`src/rtl/seq6_pkg.sv`:
```
package seq6_pkg;
  localparam int StateW = 3;
  localparam int IdxA = 2;
  localparam int IdxB = 1;
  localparam int IdxC = 0;

  typedef struct packed {
    logic [StateW-1:0] jIn;
    logic [StateW-1:0] kIn;
  } jkStrobes_t;
endpackage

```
`src/rtl/seq6_ctrl.sv`:
```
module seq6_ctrl
  import seq6_pkg::*;
(
  input  logic       stateB,
  input  logic       stateC,
  output jkStrobes_t strobes
);
  always_comb begin
    strobes = '0;
    // bit A: J = K = B
    strobes.jIn[IdxA] = stateB;
    strobes.kIn[IdxA] = stateB;
    // bit B: J = C, K = 1
    strobes.jIn[IdxB] = stateC;
    strobes.kIn[IdxB] = 1'b1;
    // bit C: J = not B, K = 1
    strobes.jIn[IdxC] = ~stateB;
    strobes.kIn[IdxC] = 1'b1;
  end
endmodule

```
`src/rtl/seq6_dp.sv`:
```
module seq6_dp
  import seq6_pkg::*;
(
  input  logic              clk,
  input  logic              rst,
  input  logic              presetEn,
  input  logic [StateW-1:0] presetVal,
  input  jkStrobes_t        strobes,
  output logic [StateW-1:0] state
);
  for (genvar i = 0; i < StateW; i++) begin : g_bit
    logic qBit;
    always_ff @(posedge clk) begin
      if (rst)           qBit <= 1'b0;
      else if (presetEn) qBit <= presetVal[i];
      else begin
        case ({strobes.jIn[i], strobes.kIn[i]})
          2'b10:   qBit <= 1'b1;
          2'b01:   qBit <= 1'b0;
          2'b11:   qBit <= ~qBit;
          default: qBit <= qBit;
        endcase
      end
    end
    assign state[i] = qBit;
  end

  // reset clears every bit
  p_reset_clear_r1: assert property (@(posedge clk) rst |=> state == '0);
  // preset loads the code
  p_preset_load_r2: assert property (@(posedge clk) disable iff (rst)
    presetEn |=> state == $past(presetVal));
  // bit A toggles exactly when B was set
  p_bit_a_r3: assert property (@(posedge clk) disable iff (rst)
    !presetEn |=> state[IdxA] == ($past(state[IdxB]) ? ~$past(state[IdxA]) : $past(state[IdxA])));
  // bit B
  p_bit_b_r4: assert property (@(posedge clk) disable iff (rst)
    !presetEn |=> state[IdxB] == ($past(state[IdxC]) & ~$past(state[IdxB])));
  // bit C
  p_bit_c_r5: assert property (@(posedge clk) disable iff (rst)
    !presetEn |=> state[IdxC] == (~$past(state[IdxB]) & ~$past(state[IdxC])));
endmodule

```
`src/rtl/seq6_counter.sv`:
```
module seq6_counter
  import seq6_pkg::*;
(
  input  logic              clk,
  input  logic              rst,
  input  logic              presetEn,
  input  logic [StateW-1:0] presetVal,
  output logic [StateW-1:0] count
);
  jkStrobes_t strobes;

  seq6_ctrl u_ctrl (
    .stateB  (count[IdxB]),
    .stateC  (count[IdxC]),
    .strobes (strobes)
  );

  seq6_dp u_dp (
    .clk       (clk),
    .rst       (rst),
    .presetEn  (presetEn),
    .presetVal (presetVal),
    .strobes   (strobes),
    .state     (count)
  );

  // loop order
  p_loop_000_r6: assert property (@(posedge clk) disable iff (rst)
    (!presetEn && count == 3'b000) |=> count == 3'b001);
  p_loop_010_r6: assert property (@(posedge clk) disable iff (rst)
    (!presetEn && count == 3'b010) |=> count == 3'b100);
  p_loop_110_r6: assert property (@(posedge clk) disable iff (rst)
    (!presetEn && count == 3'b110) |=> count == 3'b000);
  // recovery from the unused codes
  p_recover_011_r7: assert property (@(posedge clk) disable iff (rst)
    (!presetEn && count == 3'b011) |=> count == 3'b100);
  p_recover_111_r8: assert property (@(posedge clk) disable iff (rst)
    (!presetEn && count == 3'b111) |=> count == 3'b000);
  // a counting edge always lands in the loop
  p_valid_after_count_r9: assert property (@(posedge clk) disable iff (rst)
    !presetEn |=> (count != 3'b011 && count != 3'b111));
endmodule

```
`config.mk`:
```
export PLATFORM = sky130hd
export DESIGN_NAME = seq6_counter
export DESIGN_NICKNAME = d
export VERILOG_FILES = /design/src/rtl/seq6_pkg.sv /design/src/rtl/seq6_ctrl.sv /design/src/rtl/seq6_dp.sv /design/src/rtl/seq6_counter.sv
export SDC_FILE = /design/constraint.sdc
export NUM_CORES = 1
export LEC_CHECK = 0
export BUFFER_PORTS_ARGS = -buffer_cell sky130_fd_sc_hd__buf_2
export CORE_AREA = 5 5 42 44
export DETAILED_ROUTE_END_ITERATION = 6
export DIE_AREA = 0 0 47 49
export PLACE_DENSITY = 0.32
export RECOVER_POWER = 25
export SLEW_MARGIN = 10
export SYNTH_ARGS = -nofsm -noshare
export SYNTH_HDL_FRONTEND = slang
export SYNTH_SLANG_ARGS = --single-unit
```
`constraint.sdc`:
```
create_clock -name clk -period 0.95 [get_ports clk]
set_input_delay 0.1425 -clock clk [delete_from_list [all_inputs] [get_ports clk]]
set_output_delay 0.1425 -clock clk [all_outputs]
set_load 0.01 [all_outputs]
```
==> results, run 1 <==
- The flow ran to the end, and the final reports show no timing, DRC or antenna violations.
- The first detailed-routing pass ran for 4 iterations.
- Of the total power, the share spent switching nets is 23.2%.
- The slew of the pin with the lowest slew margin is 0.167 ns.
- The root buffer cell is clkbuf_4.
- In the final layout, the registers with the most flip-flops are u_dp.g_bit.qBit x3.
- The number of design-rule violations left by the first detailed-router iteration is 4.
- STA classifies the critical path endpoint as a flop.
- The number of max-cap violations is 0.
- The net count of the mapped netlist is 22.
- The flip-flop count of the largest register after layout is 3.
- The internal portion of the total power is 319 uW.
- The via count of the first global-routing pass is 134.
- Buffers added to address setup during post-CTS repair amount to 0.
- Buffers inserted to repair hold after CTS numbered 0.
- After detailed routing, the number of remaining DRC violations is 0.
- The share of the clock period used by the worst path is 94.7%.
- The setup check on the worst reg-to-reg path leaves a slack of 0.05 ns.
- The proportion of power drawn by flip-flops and latches is 34.3%.
- The min-delay analysis places its worst path in the category primary input to flop.
- The placeable core area is 1400 um^2.
- The power density normalized to cell area is 2030 nW/um^2.
- The horizontal die dimension is 47 um.
- From bottom edge to top edge, the die measures 49 um.
- For this run, the number of standard cells in the final layout without fillers is 41.
- Measured against its own limit, the worst slew margin works out to 88.8%.
- For this design the total switching power over the nets is 96.4 uW.
- The mean number of vias per cell is 3.10.
- The logic gate share of total power is 11.5%.
- The global-route wire length before repair is 558 um.
- At the end of the flow, the number of nets in the layout was 32.
- The number of I/O port buffers is 8.
- The number of warning messages in the yosys log is 0.
- The clock share of power is 54.2%.
- Data arrives at the worst endpoint at 1.06 ns.
- The maximum level of the CTS H-tree is 1.
- The number of ports placed on the die boundary is 9.
- Counting distinct cell types in the post-synthesis netlist gives 10.
- The detail route stage leaves a number of antenna-violating nets equal to 0.
- After routing, the total negative slack on setup checks comes to 0 ns.
- The starting density of the core is 10.1%.
- The growth of design area from synthesis to finish is 45.1%.
- The cell at the slowest stage of the critical path is or3b_1.
- The register clock-pin slew on the reported worst setup and hold paths is 0.04 ns.
- The fraction of layout instances using a drive strength above 1 is 44.0%.
- TritonCTS built the clock tree.
- The hold violation total from the final report was 0.
- The area of the die is 2300 um^2.
- The register with the highest flop count is u_dp.g_bit.qBit.
- For this run, the top clock speed supported by timing is 1.11 GHz.
- The maximum number of buffers from clock root to sink is 2.
- The number of standard cells after synthesis is 16.
- The shortest period the worst path allows is 0.899 ns.
- The number of resized instances in the post-cts repair step is 0.
- The number of buffer and inverter stages on the critical path is 0.
- The worst-case clock skew is 0.00272 ns.
- Setup violations remaining at the end of the flow were counted as 0.
- Global routing used 3.59% of the available tracks.
- After detailed routing, the average wire length per cell comes to 7.88 um.
- The vias after detailed routing is 127.
- The later-pin clock latency in the skew report is 0.23 ns.
- The initial antenna violation count is 0.
- The largest net degree at the start of global routing is 7.
- Broken down by cell family, the worst path's largest delay share belongs to simple AND/OR/NAND/NOR gates.
- Summed over all layers, the routed wires come to 323 um.
- The total clock sinks is 3.
- The layout has 170 filler cells.
- In this run the static leakage power is 0.0962 nW.
- VDD sags by at most 0.783 mV.
- After detailed placement, the design holds a cell count of 37.
- In this run, synthesis produced a sequential element count of 3.
- The floorplan has 14 rows.
- Dividing the synthesized area by the synthesized cell count gives 8.84 um^2.
- The final hold slack is 0.107 ns.
- The sequential cell area fraction in the yosys report is 42.5%.
- Setup repair after global routing left no endpoint under its margin.
- The post-synthesis instance area is 141 um^2.
- The weighted congestion at the end of routability-driven global placement is 0.637.
- The number of max-slew violations in the final report came to 0.
- Along the worst path, the maximum fanout reaches 4.
- The largest stage delay on the critical path is 0.37 ns.
- The worst setup path is launched from a flop.
- The worst setup path is of the flop to flop kind.
- Data on the critical path is required at its endpoint by 1.11 ns.
- The total grt overflow is 0.
- Traced cell by cell, the critical path runs through or3b_1 -> a21oi_1.
- The diode insertion count for antenna repair is 0.
- The number of buffers created by CTS is 3.
layer usage:
metal | track usage, % | share of wire, %
met4 | 0 | 0
met3 | 4.80 | 17
met2 | 2.94 | 21
met1 | 5.48 | 61
met5 | 0 | 0
path summary, 6_finish.rpt:
| check | startpoint | endpoint | depth (start not counted) |
|---|---|---|---|
| worst max-delay path | u_dp.g_bit[1].qBit | u_dp.g_bit[1].qBit | 2 |
| worst min-delay path | rst | u_dp.g_bit[0].qBit | 2 |
| worst max register to register | u_dp.g_bit[1].qBit | u_dp.g_bit[1].qBit | 2 |
| worst min register to register | u_dp.g_bit[0].qBit | u_dp.g_bit[0].qBit | 2 |
cells in the mapped netlist:
| cell | count | area [um^2] |
|---|---|---|
| nand2_1 | 2 | 7.51 |
| or3b_1 | 1 | 8.76 |
| a21oi_1 | 2 | 10.0 |
| a211oi_1 | 1 | 7.51 |
| buf_4 | 3 | 22.5 |
| nor2b_1 | 1 | 6.26 |
| xnor2_1 | 1 | 8.76 |
| inv_1 | 1 | 3.75 |
| dfxtp_1 | 3 | 60.1 |
| or3_1 | 1 | 6.26 |
stage by stage:
step                      instance area [um^2]  setup slack, ns  utilization, %  power, mW
after floorplan                            141           0.0886               -      0.179
after global placement                     179           0.0463            12.8      0.193
after detailed placement                   179           0.0567            12.8      0.193
after CTS                                  205           0.0466            14.6      0.423
after global routing                       205          0.00418            14.6      0.452
final                                      205           0.0506            14.6      0.416
power groups by stage:
stage / Combinational, mW / Clock, mW / Sequential [mW]
after global routing: 0.0550 / 0.253 / 0.144
after CTS: 0.0484 / 0.232 / 0.143
after detailed placement: 0.0479 / 0 / 0.145
after global placement: 0.0480 / 0 / 0.145
after floorplan: 0.0354 / 0 / 0.144
final: 0.0477 / 0.225 / 0.143
placed cells by master (no fill, tap or decap):
cell,instances
buf_2,8
a211oi_1,1
nor2b_1,1
xnor2_1,1
nand2_1,2
or3b_1,1
or3_1,1
inv_1,1
clkbuf_4,3
a21oi_1,2
clkbuf_1,1
dfxtp_1,3
area by class of cell:
| cell class | instances | area, um^2 | area share, % |
|---|---|---|---|
| inverters | 1 | 3.75 | 1.83 |
| multi-input cells | 9 | 55.1 | 26.8 |
| flip-flops and latches | 3 | 60.1 | 29.3 |
| clock buffers | 4 | 26.3 | 12.8 |
| well taps | 16 | 20.0 | 9.76 |
| repair buffers | 8 | 40.0 | 19.5 |
cell families (layout without fill, tap and decap cells):
group | Yosys count | count (layout) | share of synthesized area, %
AO/OA/AOI/OAI | 3 | 3 | 12.4
XOR/XNOR | 1 | 1 | 6.20
buffers and inverters | 4 | 13 | 18.6
flip-flops | 3 | 3 | 42.5
AND/OR/NAND/NOR | 5 | 5 | 20.4
No activity file was read; power rests on OpenSTA's default activity.
==> run 2, diff against run 1 <==
Settings changed: PLACE_DENSITY 0.32 to 0.39.
==> run 2 against run 1 <==
Non-clock buffer count is the same. Hold slack got worse by 0.0025 ns. Die area is the same. Sequential cell count stayed put. First-iteration DRC count shrank 100%. Routed wire length decreased by 4.6%. Final cell count did not move. Critical endpoint unchanged. Largest power group unchanged. Highest routed layer unchanged.
==> results, run 2 (synthesized netlist as in run 1, its figures left out) <==
- The final setup violation count was 0 (unchanged).
- The type of destination of the critical path is a flop (unchanged).
- The horizontal die dimension is 47 um (unchanged).
- The hold violation total from the final report is 0 (unchanged).
- The weighted congestion at the end of routability-driven global placement was 0.611 (was 0.637).
- The antenna violation net count after detailed routing is 0 (unchanged).
- The total clock sinks is 3 (unchanged).
- The number of buffers added to fix hold violations after cts is 0 (unchanged).
- The area of the die was 2300 um^2 (unchanged).
- The maximum vdd drop came to 0.849 mV (was 0.783 mV).
- The count of filler cells inserted in the layout is 166 (was 170).
- The area of all placed cells without fillers is 205 um^2 (unchanged).
- The average wire length per cell after detail routing is 7.51 um (was 7.88 um).
- The largest net degree at the start of global routing came to 7 (unchanged).
- The startpoint of the tightest hold check path is rst (unchanged).
- The number of buffers created by CTS is 3 (unchanged).
- The flip-flop count of the largest register after layout is 3 (unchanged).
- The slew of the pin with the lowest slew margin is 0.169 ns (was 0.167 ns).
- The final wirelength is 308 um (was 323 um).
- The type of the tightest min-delay check is primary input to flop (unchanged).
- The growth of design area from synthesis to finish is 45.1% (unchanged).
- The most common library cell in the layout ignoring fill and taps is buf_2 (unchanged).
- The number of design-rule violations left by the first detailed-router iteration is 0 (was 4).
- The number of ports placed on the die boundary is 9 (unchanged).
- The instance area at placement came to 179 um^2 (unchanged).
- The number of post-CTS setup repair buffers is 0 (unchanged).
- The placeable core area came to 1400 um^2 (unchanged).
- The final hold slack is 0.105 ns (was 0.107 ns).
- Top Registers: u_dp.g_bit.qBit x3 (unchanged).
- The number of max-slew violations in the final report was 0 (unchanged).
- The vias after detailed routing was 119 (was 127).
- The maximum level of the CTS H-tree is 1 (unchanged).
- The data arrival time of the worst path was 1.06 ns (about the same).
- The number of detailed-routing iterations run before antenna repair was 1 (was 4).
- The critical path startpoint category is a flop (unchanged).
- The shortest period the worst path allows is 0.895 ns (was 0.899 ns).
- The maximum number of buffers from clock root to sink is 2 (unchanged).
- The via count of the first global-routing pass is 117 (was 134).
- The flip-flop and latch area is 60.1 um^2 (unchanged).
- The number of nets in the layout is 32 (unchanged).
- The share of the clock period used by the worst path came to 94.2% (was 94.7%).
- The area used by multi-input combinational logic is 55.1 um^2 (unchanged).
- The number of max-cap violations is 0 (unchanged).
- The cell row count came to 14 (unchanged).
- The die height is 49 um (unchanged).
- Leading cell types in the layout, fill and taps excluded: 8 x buf_2, 3 x clkbuf_4, 3 x dfxtp_1 (unchanged).
- The root buffer cell is clkbuf_4 (unchanged).
- The accumulated negative setup slack is 0 ns (unchanged).
- The later-pin clock latency in the skew report is 0.23 ns (about the same).
- The diode insertion count for antenna repair came to 0 (unchanged).
- Outcome: complete, no violations (unchanged).
- The starting density of the core came to 10.1% (unchanged).
- The CTS tree is built (unchanged).
- The largest fanout on the critical path is 4 (unchanged).
- The register with the highest flop count is u_dp.g_bit.qBit (unchanged).
- The number of I/O port buffers is 8 (unchanged).
- The mean number of vias per cell was 2.90 (was 3.10).
- The total grt overflow is 0 (unchanged).
- The power density normalized to cell area is 2010 nW/um^2 (was 2030 nW/um^2).
- The global-route wire length before repair is 510 um (was 558 um).
- The start-to-end type of the worst setup path was flop to flop (unchanged).
- The fraction of layout instances using a drive strength above 1 was 44.0% (unchanged).
- The worst endpoint required time was 1.11 ns (about the same).
- The number of resized instances in the post-cts repair step is 0 (unchanged).
- The critical path launch point is u_dp.g_bit[1].qBit (unchanged).
- The worst-case clock skew came to 0.000619 ns (was 0.00272 ns).
- The register clock-pin slew on the reported worst setup and hold paths is 0.04 ns (about the same).
- The detailed-route DRC error count is 0 (unchanged).
- The relative max-transition margin was 88.7% (was 88.8%).
- RSZ-0062 raised after global routing: false (unchanged).
- The leakage power was 0.0962 nW (unchanged).
- The initial antenna violation count is 0 (unchanged).
- The overall fraction of global-route tracks in use was 3.52% (was 3.59%).
- The maximum frequency from static timing analysis was 1.12 GHz (was 1.11 GHz).
- The origin of the critical flop-to-flop path is u_dp.g_bit[1].qBit (unchanged).
[run 2: path summary, 6_finish.rpt]
kind | end | slack (ns) | depth (start not counted)
worst max-delay path | u_dp.g_bit[1].qBit | 0.05 | 2
worst max register to register | u_dp.g_bit[1].qBit | 0.05 | 2
worst min-delay path | u_dp.g_bit[1].qBit | 0.10 | 2
worst min register to register | u_dp.g_bit[0].qBit | 0.54 | 2
[run 2: power by group]
part	switching [mW]	internal, mW	total [mW]
sequential	0.00676	0.136	0.143
combinational	0.0217	0.0254	0.0471
clock	0.0643	0.157	0.222
[run 2: cell type report]
cell class / count / share of cell area (%)
clock buffer: 4 / 12.8
inverter: 1 / 1.83
multi-input combinational: 9 / 26.8
sequential: 3 / 29.3
tap: 16 / 9.76
timing repair buffer: 8 / 19.5
[run 2: routing by layer]
metal  global-route usage (%)  up-vias  part of all wire [%]  wire length [um]
li1                         -       68                     -                 -
met1                     4.61       40                    52               159
met2                     1.58       11                    15                46
met3                     7.01        0                    33               102
met4                     1.38        0                     0                 0
met5                        0        -                     0                 0
[run 2: worst max-delay path, cell delays in order, from the launching register on]
cell	delay, ns
dfxtp_1	0.32
or3b_1	0.37
a21oi_1	0.13
[run 2: metrics by stage]
step | setup slack (ns) | util (%) | std cells | power [mW]
4_1_cts | 0.0487 | 14.6 | 41 | 0.425
6_report | 0.0548 | 14.6 | 41 | 0.412
3_3_place_gp | 0.0638 | 12.8 | 37 | 0.194
5_1_grt | 0.0154 | 14.6 | 41 | 0.459
3_5_place_dp | 0.0637 | 12.8 | 37 | 0.192
2_1_floorplan | 0.0886 | - | 16 | 0.179
==> run 3, diff against run 2 <==
Settings changed: CTS_CLUSTER_SIZE set to 24.
Clock period 0.95 ns to 1.15 ns, I/O delays scaled along.
==> run 3 against run 2 <==
Core utilization did not move. Register-to-register slack gained 0.20 ns. Hold slack better by 0.025 ns. Critical path depth down 1. Sequential share of layout area unchanged. Highest routed layer unchanged.
==> results, run 3 (synthesized netlist as in run 1, its figures left out) <==
- The routed length on met2 is 59 um (was 46 um).
- The instance area at placement is 179 um^2 (unchanged).
- The later-pin clock latency in the skew report is 0.23 ns (about the same).
- The met1 routed wirelength after detailed routing is 166 um (was 159 um).
- The post-route worst setup slack was 0.221 ns (was 0.0548 ns).
- RSZ-0062 raised after global routing: false (unchanged).
- The power density normalized to cell area is 1670 nW/um^2 (was 2010 nW/um^2).
- The mean number of vias per cell is 3.07 (was 2.90).
- The register clock-pin slew on the reported worst setup and hold paths is 0.04 ns (about the same).
- The average wire length per cell after detail routing is 8.10 um (was 7.51 um).
- The maximum vdd drop came to 0.489 mV (was 0.849 mV).
- The relative max-transition margin was 88.9% (was 88.7%).
- The share of the clock period used by the worst path is 80.8%.
- The antenna violation net count after detailed routing is 0 (unchanged).
- The hold violation total from the final report was 0 (unchanged).
- The cell row count is 14 (unchanged).
- The maximum number of buffers from clock root to sink is 2 (unchanged).
- The post-layout utilization of the core was 14.6% (unchanged).
- The type of the tightest min-delay check is primary input to flop (unchanged).
- The register with the highest flop count is u_dp.g_bit.qBit (unchanged).
- The hold-critical path depth was 2 (unchanged).
- The slew of the pin with the lowest slew margin is 0.166 ns (was 0.169 ns).
- The number of detailed-routing iterations run before antenna repair was 1 (unchanged).
- The root buffer cell is clkbuf_4 (unchanged).
- The type of destination of the critical path is a primary output (was flop).
- Cells along the critical path: buf_2 (was or3b_1 -> a21oi_1).
- The detailed-route DRC error count is 0 (unchanged).
- The starting density of the core is 10.1% (unchanged).
- Based on the critical path, the design can be clocked at up to 1.08 GHz.
- The growth of design area from synthesis to finish was 45.1% (unchanged).
- The worst endpoint required time was 0.98 ns (was 1.11 ns).
- Top Registers: u_dp.g_bit.qBit x3 (unchanged).
- The placement-stage worst setup slack is 0.265 ns (was 0.0637 ns).
- The number of post-CTS setup repair buffers is 0 (unchanged).
- The die height is 49 um (unchanged).
- The data arrival time of the worst path came to 0.76 ns (was 1.06 ns).
- The critical path startpoint category is a flop (unchanged).
- The number of buffers added to fix hold violations after cts is 0 (unchanged).
- The number of nets in the layout is 32 (unchanged).
- The placeable core area is 1400 um^2 (unchanged).
- The largest stage delay on the critical path is 0.37 ns (about the same).
- The leakage power is 0.0962 nW (unchanged).
- The fraction of layout instances using a drive strength above 1 was 44.0% (unchanged).
- The maximum level of the CTS H-tree came to 1 (unchanged).
- The origin of the critical flop-to-flop path is u_dp.g_bit[1].qBit (unchanged).
- The horizontal die dimension is 47 um (unchanged).
- The vias after detailed routing is 126 (was 119).
- The accumulated negative setup slack came to 0 ns (unchanged).
- The global-route wire length before repair is 524 um (was 510 um).
- The capture instance of the worst register-to-register path is u_dp.g_bit[1].qBit (unchanged).
- Leading cell types in the layout, fill and taps excluded: 8 x buf_2, 3 x clkbuf_4, 3 x dfxtp_1 (unchanged).
- The filler-free cell count of the finished design is 41 (unchanged).
- The number of I/O port buffers is 8 (unchanged).
- The uppermost layer routed was met3 (unchanged).
- The via count of the first global-routing pass came to 124 (was 117).
- The smallest clock period supported by the final layout is computed as 0.929 ns.
- The number of max-slew violations in the final report is 0 (unchanged).
- The number of max-cap violations came to 0 (unchanged).
- The area used by multi-input combinational logic is 55.1 um^2 (unchanged).
- The final hold slack is 0.130 ns (was 0.105 ns).
- The met3 wire length was 106 um (was 102 um).
- The startpoint of the tightest hold check path is rst (unchanged).
- The start-to-end type of the worst setup path is flop to primary output (was flop to flop).
- The register-to-register path setup slack is 0.25 ns (was 0.05 ns).
- The worst-case clock skew is 0.00184 ns (was 0.000619 ns).
- The flip-flop count of the largest register after layout was 3 (unchanged).
- The total grt overflow came to 0 (unchanged).
- The cell count after placement was 37 (unchanged).
- The worst-case hold path end point is u_dp.g_bit[1].qBit (unchanged).
- The total power of the final layout was 343 uW (was 412 uW).
- The number of resized instances in the post-cts repair step was 0 (unchanged).
- The number of buffers created by CTS is 3 (unchanged).
- The critical path depth in cells is 1 (was 2).
- The number of cells traversed by the worst register-to-register path is 2 (unchanged).
- The cell at the slowest stage of the critical path was dfxtp_1 (was or3b_1).
- The final wirelength is 332 um (was 308 um).
- The most common library cell in the layout ignoring fill and taps is buf_2 (unchanged).
- The flip-flop and latch area is 60.1 um^2 (unchanged).
- The overall fraction of global-route tracks in use is 4.01% (was 3.52%).
- The cell family contributing the most delay on the critical path was flip-flops (was simple AND/OR/NAND/NOR gates).
- The area of the die was 2300 um^2 (unchanged).
- The largest fanout on the critical path came to 4 (unchanged).
- The weighted congestion at the end of routability-driven global placement was 0.599 (was 0.611).
- The count of filler cells inserted in the layout is 173 (was 166).
- The area of all placed cells without fillers is 205 um^2 (unchanged).
- The number of design-rule violations left by the first detailed-router iteration is 0 (unchanged).
- The number of ports placed on the die boundary is 9 (unchanged).
- The largest net degree at the start of global routing is 7 (unchanged).
- The CTS tree is built (unchanged).
- The total clock sinks is 3 (unchanged).
- The number of buffer and inverter stages on the critical path is 1 (was 0).
- The diode insertion count for antenna repair is 0 (unchanged).
- The final setup violation count is 0 (unchanged).
- Outcome: complete, no violations (unchanged).
- The initial antenna violation count came to 0 (unchanged).
run 3: cell counts in the layout (fill, tap and decap cells not counted):
No cell type changed its count.
run 3: layer usage:
metal	vias to the layer above	global-route usage, %
met3	0	8.12
met1	47	5.26
met4	0	1.38
li1	67	-
met2	12	1.81
met5	-	0
run 3: worst reg2reg max path, delay by kind of cell (launching register included):
| family | cells | cell delay, ns |
|---|---|---|
| AOI/OAI and AO/OA | 1 | 0.14 |
| and+or+nand+nor | 1 | 0.37 |
| DFF | 1 | 0.33 |
run 3: layout make-up:
| type | instances | area share, % |
|---|---|---|
| multi-input cells | 9 | 26.8 |
| clock buffers | 4 | 12.8 |
| well taps | 16 | 9.76 |
| repair buffers | 8 | 19.5 |
| flip-flops and latches | 3 | 29.3 |
| inverters | 1 | 1.83 |
run 3: power breakdown:
group | switching, mW | internal [mW]
Sequential | 0.00552 | 0.113
Clock | 0.0562 | 0.130
Combinational | 0.0177 | 0.0210
Total | 0.0794 | 0.264
run 3: how the worst max path moves through the flow:
stage / from / endpoint / slack (ns)
after floorplan: u_dp.g_bit[1].qBit / u_dp.g_bit[1].qBit / 0.29
after global placement: u_dp.g_bit[1].qBit / u_dp.g_bit[1].qBit / 0.26
after detailed placement: u_dp.g_bit[1].qBit / u_dp.g_bit[1].qBit / 0.26
after CTS: u_dp.g_bit[1].qBit / count[1] / 0.21
after global routing: u_dp.g_bit[1].qBit / u_dp.g_bit[1].qBit / 0.14
final: u_dp.g_bit[1].qBit / count[1] / 0.22
